===== config.mk =====
export PLATFORM = sky130hd
export DESIGN_NAME = mp_uart
export DESIGN_NICKNAME = d
export VERILOG_FILES = /design/src/rtl/mp_uart_pkg.sv /design/src/rtl/mp_uart_baud.sv /design/src/rtl/mp_uart_tx.sv /design/src/rtl/mp_uart_rx.sv /design/src/rtl/mp_uart.sv
export SDC_FILE = /design/constraint.sdc
export NUM_CORES = 1
export LEC_CHECK = 0
export CAP_MARGIN = 10
export CORE_MARGIN = 2
export CORE_UTILIZATION = 55
export CTS_BUF_LIST = sky130_fd_sc_hd__clkbuf_4
export DETAILED_ROUTE_END_ITERATION = 10
export PLACE_DENSITY = 0.83
export SETUP_SLACK_MARGIN = 0.4
export SYNTH_ARGS = -nofsm -noshare
export SYNTH_HDL_FRONTEND = slang
export SYNTH_SLANG_ARGS = --single-unit

===== constraint.sdc =====
create_clock -name clk -period 3.8 [get_ports clk]
set_input_delay 1.14 -clock clk [delete_from_list [all_inputs] [get_ports clk]]
set_output_delay 1.14 -clock clk [all_outputs]
set_load 0.02 [all_outputs]

===== src/rtl/mp_uart_pkg.sv =====
package mp_uart_pkg;
  localparam int CHAR_W  = 8;
  localparam int FRAME_W = 12;
  localparam int PRE_W   = 6;

  typedef enum logic [1:0] {RX_IDLE, RX_START, RX_BITS, RX_STOP} rx_state_t;

  // last count of the prescaler for a given select (divide by 1, 4, 16, 64)
  function automatic logic [PRE_W-1:0] presc_last(input logic [1:0] sel);
    case (sel)
      2'd0:    return 6'd0;
      2'd1:    return 6'd3;
      2'd2:    return 6'd15;
      default: return 6'd63;
    endcase
  endfunction

  // number of bits between start and stop (data plus optional tag)
  function automatic logic [3:0] body_bits(input logic d7, input logic mp_on);
    return (d7 ? 4'd7 : 4'd8) + {3'b000, mp_on};
  endfunction

  // whole frame length in bits
  function automatic logic [3:0] frame_len(input logic d7, input logic mp_on, input logic two);
    return 4'd1 + body_bits(d7, mp_on) + (two ? 4'd2 : 4'd1);
  endfunction

  // frame image, bit 0 goes out first; unused upper bits are stop level
  function automatic logic [FRAME_W-1:0] tx_frame(input logic [CHAR_W-1:0] d, input logic mpb,
                                                  input logic mp_on, input logic d7);
    logic [FRAME_W-1:0] f;
    int p;
    f    = '1;
    f[0] = 1'b0;
    p    = 1;
    for (int i = 0; i < CHAR_W; i++) begin
      if (!(d7 && i == CHAR_W-1)) begin
        f[p] = d[i];
        p++;
      end
    end
    if (mp_on) f[p] = mpb;
    return f;
  endfunction
endpackage


===== src/rtl/mp_uart_baud.sv =====
module mp_uart_baud
  import mp_uart_pkg::*;
#(
  parameter int BRR_W = 8
) (
  input  logic             clk,
  input  logic             rst_n,
  input  logic [1:0]       clk_sel,
  input  logic [BRR_W-1:0] brr,
  output logic             tick
);
  logic [PRE_W-1:0] pre_cnt;
  logic [BRR_W-1:0] rate_cnt;
  logic             pre_tick;

  assign pre_tick = (pre_cnt >= presc_last(clk_sel));

  always_ff @(posedge clk or negedge rst_n) begin
    if (!rst_n) begin
      pre_cnt  <= '0;
      rate_cnt <= '0;
      tick     <= 1'b0;
    end else begin
      pre_cnt <= pre_tick ? '0 : pre_cnt + 1'b1;
      tick    <= pre_tick && (rate_cnt == '0);
      if (pre_tick) rate_cnt <= (rate_cnt == '0) ? brr : rate_cnt - 1'b1;
    end
  end

  // with a prescale of 4 or more, ticks never come back to back
  a_r2_tick_spacing: assert property (@(posedge clk) disable iff (!rst_n)
    tick && clk_sel != 2'd0 && $stable(clk_sel) |=> !tick);
endmodule


===== src/rtl/mp_uart_tx.sv =====
module mp_uart_tx
  import mp_uart_pkg::*;
#(
  parameter int OVS = 16
) (
  input  logic              clk,
  input  logic              rst_n,
  input  logic              tick,
  input  logic              enable,
  input  logic              mp_en,
  input  logic              data7,
  input  logic              two_stop,
  input  logic              tx_valid,
  input  logic [CHAR_W-1:0] tx_data,
  input  logic              tx_mpbit,
  output logic              tx_ready,
  output logic              txd
);
  localparam int CW = $clog2(OVS);

  logic [FRAME_W-1:0] shreg;
  logic [3:0]         bits_left;
  logic [CW-1:0]      tcnt;
  logic               busy, tx_accept, bit_end;

  assign busy      = (bits_left != 4'd0);
  assign tx_ready  = enable && !busy;
  assign tx_accept = tx_valid && tx_ready;
  assign bit_end   = busy && tick && (tcnt == CW'(OVS-1));
  assign txd       = busy ? shreg[0] : 1'b1;

  always_ff @(posedge clk or negedge rst_n) begin
    if (!rst_n) begin
      shreg     <= '1;
      bits_left <= 4'd0;
      tcnt      <= '0;
    end else if (tx_accept) begin
      shreg     <= tx_frame(tx_data, tx_mpbit, mp_en, data7);
      bits_left <= frame_len(data7, mp_en, two_stop);
      tcnt      <= '0;
    end else if (busy && tick) begin
      if (bit_end) begin
        shreg     <= {1'b1, shreg[FRAME_W-1:1]};
        bits_left <= bits_left - 4'd1;
        tcnt      <= '0;
      end else begin
        tcnt <= tcnt + 1'b1;
      end
    end
  end

  // an accepted character starts with a low start bit
  a_r3_start_low: assert property (@(posedge clk) disable iff (!rst_n)
    tx_accept |=> !txd && !tx_ready);
  // with nothing in flight the line is high whatever tx_mpbit does
  a_r4_idle_high: assert property (@(posedge clk) disable iff (!rst_n)
    !busy && !tx_accept |=> txd);
endmodule


===== src/rtl/mp_uart_rx.sv =====
module mp_uart_rx
  import mp_uart_pkg::*;
#(
  parameter int OVS = 16
) (
  input  logic              clk,
  input  logic              rst_n,
  input  logic              tick,
  input  logic              enable,
  input  logic              mp_en,
  input  logic              data7,
  input  logic              rxd,
  input  logic              rx_rd,
  output logic [CHAR_W-1:0] rx_data,
  output logic              rx_full,
  output logic              rx_mpb,
  output logic              rx_ferr,
  output logic              rx_overrun
);
  localparam int CW = $clog2(OVS);

  rx_state_t       state;
  logic            rs1, rs2;
  logic [CW-1:0]   tcnt;
  logic [3:0]      bidx, nbits;
  logic [CHAR_W:0] shreg, aligned;
  logic [CHAR_W-1:0] char_in;
  logic            rx_done, lost;

  assign nbits   = body_bits(data7, mp_en);
  assign aligned = shreg >> (4'd9 - nbits);
  assign char_in = data7 ? {1'b0, aligned[CHAR_W-2:0]} : aligned[CHAR_W-1:0];
  assign rx_done = (state == RX_STOP) && tick && (tcnt == CW'(OVS-1));
  assign lost    = rx_full && !rx_rd;

  always_ff @(posedge clk or negedge rst_n) begin
    if (!rst_n) begin
      rs1   <= 1'b1;
      rs2   <= 1'b1;
      state <= RX_IDLE;
      tcnt  <= '0;
      bidx  <= 4'd0;
      shreg <= '0;
    end else begin
      rs1 <= rxd;
      rs2 <= rs1;
      if (!enable) begin
        state <= RX_IDLE;
      end else begin
        case (state)
          RX_IDLE: if (!rs2) begin
            state <= RX_START;
            tcnt  <= '0;
          end
          RX_START: if (tick) begin
            if (tcnt == CW'(OVS/2-1)) begin
              state <= rs2 ? RX_IDLE : RX_BITS;
              tcnt  <= '0;
              bidx  <= 4'd0;
            end else tcnt <= tcnt + 1'b1;
          end
          RX_BITS: if (tick) begin
            if (tcnt == CW'(OVS-1)) begin
              shreg <= {rs2, shreg[CHAR_W:1]};
              tcnt  <= '0;
              if (bidx == nbits - 4'd1) state <= RX_STOP;
              else bidx <= bidx + 4'd1;
            end else tcnt <= tcnt + 1'b1;
          end
          default: if (tick) begin
            if (tcnt == CW'(OVS-1)) begin
              state <= RX_IDLE;
              tcnt  <= '0;
            end else tcnt <= tcnt + 1'b1;
          end
        endcase
      end
    end
  end

  always_ff @(posedge clk or negedge rst_n) begin
    if (!rst_n) begin
      rx_data    <= '0;
      rx_full    <= 1'b0;
      rx_mpb     <= 1'b0;
      rx_ferr    <= 1'b0;
      rx_overrun <= 1'b0;
    end else if (rx_done) begin
      rx_ferr    <= !rs2;
      rx_overrun <= lost;
      if (!lost) begin
        rx_data <= char_in;
        rx_full <= 1'b1;
        if (mp_en) rx_mpb <= shreg[CHAR_W];
      end
    end else if (rx_rd) begin
      rx_full <= 1'b0;
    end
  end

  // the tag status moves only on a completed character
  a_r7_mpb_hold: assert property (@(posedge clk) disable iff (!rst_n)
    !rx_done |=> $stable(rx_mpb));
  // an unread character is kept when the next one is lost
  a_r9_overrun_keep: assert property (@(posedge clk) disable iff (!rst_n)
    rx_done && rx_full && !rx_rd |=> rx_overrun && rx_full && $stable(rx_data));
  // read and completion together store the new character without overrun
  a_r10_read_race: assert property (@(posedge clk) disable iff (!rst_n)
    rx_done && rx_rd |=> rx_full && !rx_overrun);
  // a read with no completion empties the register
  a_r11_read_clears: assert property (@(posedge clk) disable iff (!rst_n)
    rx_rd && !rx_done |=> !rx_full);
endmodule


===== src/rtl/mp_uart.sv =====
module mp_uart
  import mp_uart_pkg::*;
#(
  parameter int BRR_W = 8,
  parameter int OVS   = 16
) (
  input  logic             clk,
  input  logic             rst_n,
  input  logic             sync_mode,
  input  logic             mp_en,
  input  logic             data7,
  input  logic             two_stop,
  input  logic             rx_en,
  input  logic [1:0]       clk_sel,
  input  logic             brr_we,
  input  logic [BRR_W-1:0] brr_wdata,
  output logic [BRR_W-1:0] brr_rdata,
  input  logic             tx_valid,
  input  logic [7:0]       tx_data,
  input  logic             tx_mpbit,
  output logic             tx_ready,
  output logic             txd,
  input  logic             rxd,
  output logic             rx_valid,
  input  logic             rx_rd,
  output logic [7:0]       rx_data,
  output logic             rx_mpb,
  output logic             rx_ferr,
  output logic             rx_overrun
);
  logic [BRR_W-1:0] brr_q;
  logic             tick;
  logic             async_on;

  assign async_on  = !sync_mode;
  assign brr_rdata = brr_q;

  always_ff @(posedge clk or negedge rst_n) begin
    if (!rst_n)      brr_q <= '1;
    else if (brr_we) brr_q <= brr_wdata;
  end

  mp_uart_baud #(.BRR_W(BRR_W)) i_baud (
    .clk(clk), .rst_n(rst_n), .clk_sel(clk_sel), .brr(brr_q), .tick(tick)
  );

  mp_uart_tx #(.OVS(OVS)) i_tx (
    .clk(clk), .rst_n(rst_n), .tick(tick), .enable(async_on),
    .mp_en(mp_en), .data7(data7), .two_stop(two_stop),
    .tx_valid(tx_valid), .tx_data(tx_data), .tx_mpbit(tx_mpbit),
    .tx_ready(tx_ready), .txd(txd)
  );

  mp_uart_rx #(.OVS(OVS)) i_rx (
    .clk(clk), .rst_n(rst_n), .tick(tick), .enable(async_on && rx_en),
    .mp_en(mp_en), .data7(data7), .rxd(rxd), .rx_rd(rx_rd),
    .rx_data(rx_data), .rx_full(rx_valid), .rx_mpb(rx_mpb),
    .rx_ferr(rx_ferr), .rx_overrun(rx_overrun)
  );

  // a write is visible on the read port in the next cycle
  a_r1_brr_write: assert property (@(posedge clk) disable iff (!rst_n)
    brr_we |=> brr_rdata == $past(brr_wdata));
  // synchronous mode never offers the transmitter
  a_r5_sync_idle: assert property (@(posedge clk) disable iff (!rst_n)
    sync_mode |-> !tx_ready);
endmodule


Word-level counts from Yosys, hierarchy flattened
Index checks and enable logic that the tools add are counted.
W data, S select, Z words.
- add/subtract/negate cells: 18
- order comparisons: 17
- equality and inequality tests: 24
- shift operators: 1
- mux-type cells: 85
- bitwise operators: 1
- reduce and logical (&&, ||, !) cells: 38
- operator list (cell ; number):
    $mux W32 ; 9
    $ge A32 B1 Y1 const B ; 8
    $lt A32 B6 Y1 const B ; 8
    $add A32 B2 Y32 const B ; 7
    $mux W12 ; 12
    $bwmux W12 ; 8
    $mux W4 ; 17
    $demux W1 S4 ; 8
    $mux W2 ; 11
    $ne A3 B3 Y1 const B ; 7
    $pmux W6 S3 ; 1
    $logic_and A1 B1 Y1 ; 17
    $mux W8 ; 2
    $pmux W4 S2 ; 2
    $mux W1 ; 13
    $add A4 B1 Y4 const B ; 3
    $ne A2 B2 Y1 const B ; 5
    $reduce_bool A2 Y1 ; 5
    $shr A9 B4 Y8 ; 1
    $eq A4 B4 Y1 const B ; 2
    $logic_not A8 Y1 ; 1
    $reduce_and A4 Y1 ; 2
    $reduce_and A8 Y1 ; 1
    $sub A4 B1 Y4 const B ; 2
    other kinds (22) ; 32
- register bits: 76
- output and inout bits: 22
- logic and storage cells: 202

Longest topological paths before layout
- depth in word-level cells: 27
- mapped depth: 9

Cells and area by module
Synthesis repeated with hierarchy kept, for this count alone.
- cell total of the unflattened synthesis: 396
- area, all modules: 4222.8 um2
- by module, submodules not included (module ; times used ; cells each ; area an instance (um2) ; sequential area each (um2)):
    mp_uart_rx ; 1 ; 162 ; 1803.0 ; 828.3
    mp_uart_tx ; 1 ; 107 ; 1074.8 ; 462.9
    mp_uart_baud ; 1 ; 108 ; 993.5 ; 375.4
    mp_uart ; 1 ; 19 ; 351.6 ; 210.2

Worst setup path after synthesis
Ideal clock, no wire load.
- path type: in2out
- start point: input sync_mode
- end point: output tx_ready
- arrival: 2019 ps
- required time: 2660 ps
- setup slack: 641 ps
- stages: 1
- buffers on the path: 0
- cells stage by stage: nor4b_1
- cells in the longest elaborated chain, start to end: 2
- RTL lines (what ; line ; text):
    start, declared ; mp_uart.sv:9 ; input logic sync_mode,
    $logic_not A1 Y1 ; mp_uart.sv:35 ; assign async_on = !sync_mode;
    $logic_and A1 B1 Y1 ; mp_uart_tx.sv:27 ; assign tx_ready = enable && !busy;
    end, declared ; mp_uart.sv:21 ; output logic tx_ready,
No other way between the ends.

Worst setup path in the final report
Ends and elaborated chain as after synthesis.

==> impl_metrics.json <==
{
  "power_density_mw_per_mm2": 489,
  "vias": 3082,
  "hold_start": "i_rx.rs1",
  "grt_pass1_vias": 3042,
  "wl_um": 7610,
  "htreeDepth": 3,
  "worstPathRequired_ps": 2660,
  "syn_area_mm2": 0.00389,
  "hpwl_um": 5540,
  "power.leakage_nw": 2.05,
  "yosys-top-cells-area": "dfrtp_1 35%, dfstp_2 14%, mux2_2 6.4%",
  "die_w_um": 88.1,
  "yosysUniqueCellTypes": 55,
  "final_common_cell": "nand2_1",
  "yosysTopAreaCell": "dfrtp_1",
  "clock_sinks": 74,
  "path_max_fanout": 2,
  "n_antenna_cell": 0,
  "crit_path_end_kind": "output pin",
  "r2r_setup_slack_ps": 1610,
  "drt_iter0_markers": 144,
  "drc": 0,
  "rsz0062_at_grt": "false",
  "avgSynthCellArea_um2": 9.84,
  "outcome": "completed",
  "rr_worst_depth": 7,
  "fin_crit_ps": 3300,
  "finalClockSkew_ps": 20.1,
  "finalInstanceArea_mm2": 0.00464,
  "cts-root-buf": "clkbuf_4",
  "fin_tns_setup_ps": 0,
  "r2r-end": "i_baud.rate_cnt[4]",
  "ctsHoldBuffers": 0,
  "hold_path.class": "flop to flop",
  "syn-instance-count": 395,
  "crit_arrival_ps": 2160,
  "yosysSeqAreaShare_pct": 48.3,
  "synth-edff-count": 0,
  "final_core_util_pct": 67.9,
  "clock_latency_ps": 440,
  "syn_to_final_growth_pct": 19.3,
  "vdd_drop_max_mv": 0.431,
  "min_to": "i_rx.rs2",
  "synth_top_area_share_pct": 34.7,
  "dr.pass1.iters": 4,
  "die_y_um": 88.1,
  "cap_viol_max_count": 0,
  "path_cells": "clkdlybuf4s50_1 -> nor4b_1 -> clkbuf_2",
  "overflow": 0,
  "fmax_mhz": 303,
  "r2r_start": "i_baud.pre_cnt[0]",
  "drv_slew": 0,
  "tightest_slew_ps": 721,
  "cts_buffers": 9,
  "drive_gt1_share_pct": 16.4,
  "antenna_found_initial": 0,
  "setup_violations": 0,
  "synthesis.nets": 444,
  "avgRoutedWirePerCell_um": 13.9,
  "clkTransAtPathRegs_ps": 120,
  "start_util_pct": 56.9,
  "ant_nets": 0,
  "core_area_mm2": 0.00683,
  "viasPerCell": 5.62,
  "grtUsageTotal_pct": 21.4,
  "final_cell_mix": "57 x nand2_1, 54 x dfrtp_1, 48 x clkdlybuf4s50_1",
  "dpl_cell_area_mm2": 0.00450,
  "crit_path_start_kind": "input port",
  "crit_slowest_cell": "clkdlybuf4s50_1",
  "synth_top_flop_cell": "dfrtp_1",
  "synthArstFlopShare_pct": 100,
  "post_cts_buffers": 0,
  "io_pins": 52,
  "cts_tree": "done",
  "grt_pass1_wl_um": 13100,
  "gp_congestion": 0.792,
  "clock_path_buffers": 2,
  "rows": 30,
  "yosys_warnings": 0,
  "holdPathStages": 0,
  "nNetsFinal": 496,
  "max_slew_margin_pct": 51.9,
  "min_period_over_period_pct": 86.9,
  "path_class": "input port to output pin",
  "die_area_mm2": 0.00776,
  "hold_viol_final": 0,
  "grt_max_degree": 44,
  "synth_seq_cells": 74,
  "portBuffers": 51,
  "cpPeakStageDelay_ps": 420
}
where the power goes:
group	total (mW)	switching [mW]	internal, mW
registers	1.15	0.160	0.992
clock network	0.500	0.291	0.209
logic	0.621	0.323	0.298
total	2.27	0.773	1.50
cell usage after synthesis (all sizes together) (2+ instances only):
cell type	n
nor4bb	2
buf	7
nor2b	4
xnor2	6
o31ai	6
a21oi	20
o21ai	22
mux2i	7
a21o	2
nor3b	3
nor3	4
dfstp	20
nand2b	7
or3	4
a31oi	10
or3b	3
inv	16
o21a	2
o211ai	2
nand2	57
xor2	4
and3	2
mux2	22
o2bb2ai	2
nor4	2
nor2	34
clkbuf	10
a211oi	3
a211o	2
dfrtp	54
or2	2
or4	2
nand3	17
ha	18
how the worst max path moves through the flow:
stage,depth (start not counted),from,end
after floorplan,1,sync_mode,tx_ready
after global placement,3,sync_mode,tx_ready
after detailed placement,3,sync_mode,tx_ready
after CTS,3,sync_mode,tx_ready
after global routing,5,i_tx.bits_left[1],txd
final,3,sync_mode,tx_ready
critical path: cells and delay by family:
kind,cells,cell delay [ps]
buffers and inverters,2,660
and+or+nand+nor,1,360
kinds of logic (layout without fill, tap and decap cells):
group                    count (synthesis)  count (layout)  synth area share, %
adder cells (fa/ha/maj)                 19              19                 6.31
AO/OA/AOI/OAI                           80              80                 13.0
multiplexers                            29              29                 8.17
buffers and inverters                   34              91                 3.57
flip-flops                              74              74                 48.3
AND/OR/NAND/NOR                        149             149                 18.4
XOR/XNOR                                10              10                 2.25
cell type report:
cell class	instances	area [um2]
Clock buffer	10	75.1
Clock inverter	6	67.6
Fill cell	568	2190
Inverter	17	63.8
Multi-Input combinational cell	287	1870
Sequential cell	74	1880
Tap cell	96	120
Timing Repair Buffer	58	564
state kept, by name, indices dropped and copies added, names as in the netlist:
register and count:
i_rx.rx_ferr 1, i_rx.state 2, i_baud.tick 1, i_rx.rx_mpb 1, i_baud.pre_cnt 6, i_rx.rx_overrun 1, i_rx.shreg 9, i_tx.tcnt 4
i_rx.rx_data 8, brr_rdata 8, i_rx.tcnt 4, i_rx.rx_full 1, i_tx.shreg 10, i_tx.bits_left 4, i_rx.rs2 1, i_baud.rate_cnt 8
i_rx.bidx 4, i_rx.rs1 1
through the flow:
step	hold WS [ps]	setup slack, ps	instances	total power [mW]
after floorplan	345	641	395	1.57
after global placement	348	86.9	532	1.73
after detailed placement	352	50.9	532	1.79
after CTS	370	354	548	2.28
after global routing	377	413	548	2.43
final	369	497	548	2.27
repair_timing:
item	CTS	global route
endpoints found under the hold margin	0	0
endpoints found under the setup margin	2	1
gates cloned	0	0
resized for setup	2	3
layer usage:
layer	GRT usage [%]	up-vias	wire length [um]
met5	0	-	0
met4	6.75	0	81
met3	5.00	12	320
met2	37.9	81	3810
met1	25.9	1489	3400
li1	-	1500	-
No activity file was read; power rests on OpenSTA's default activity.
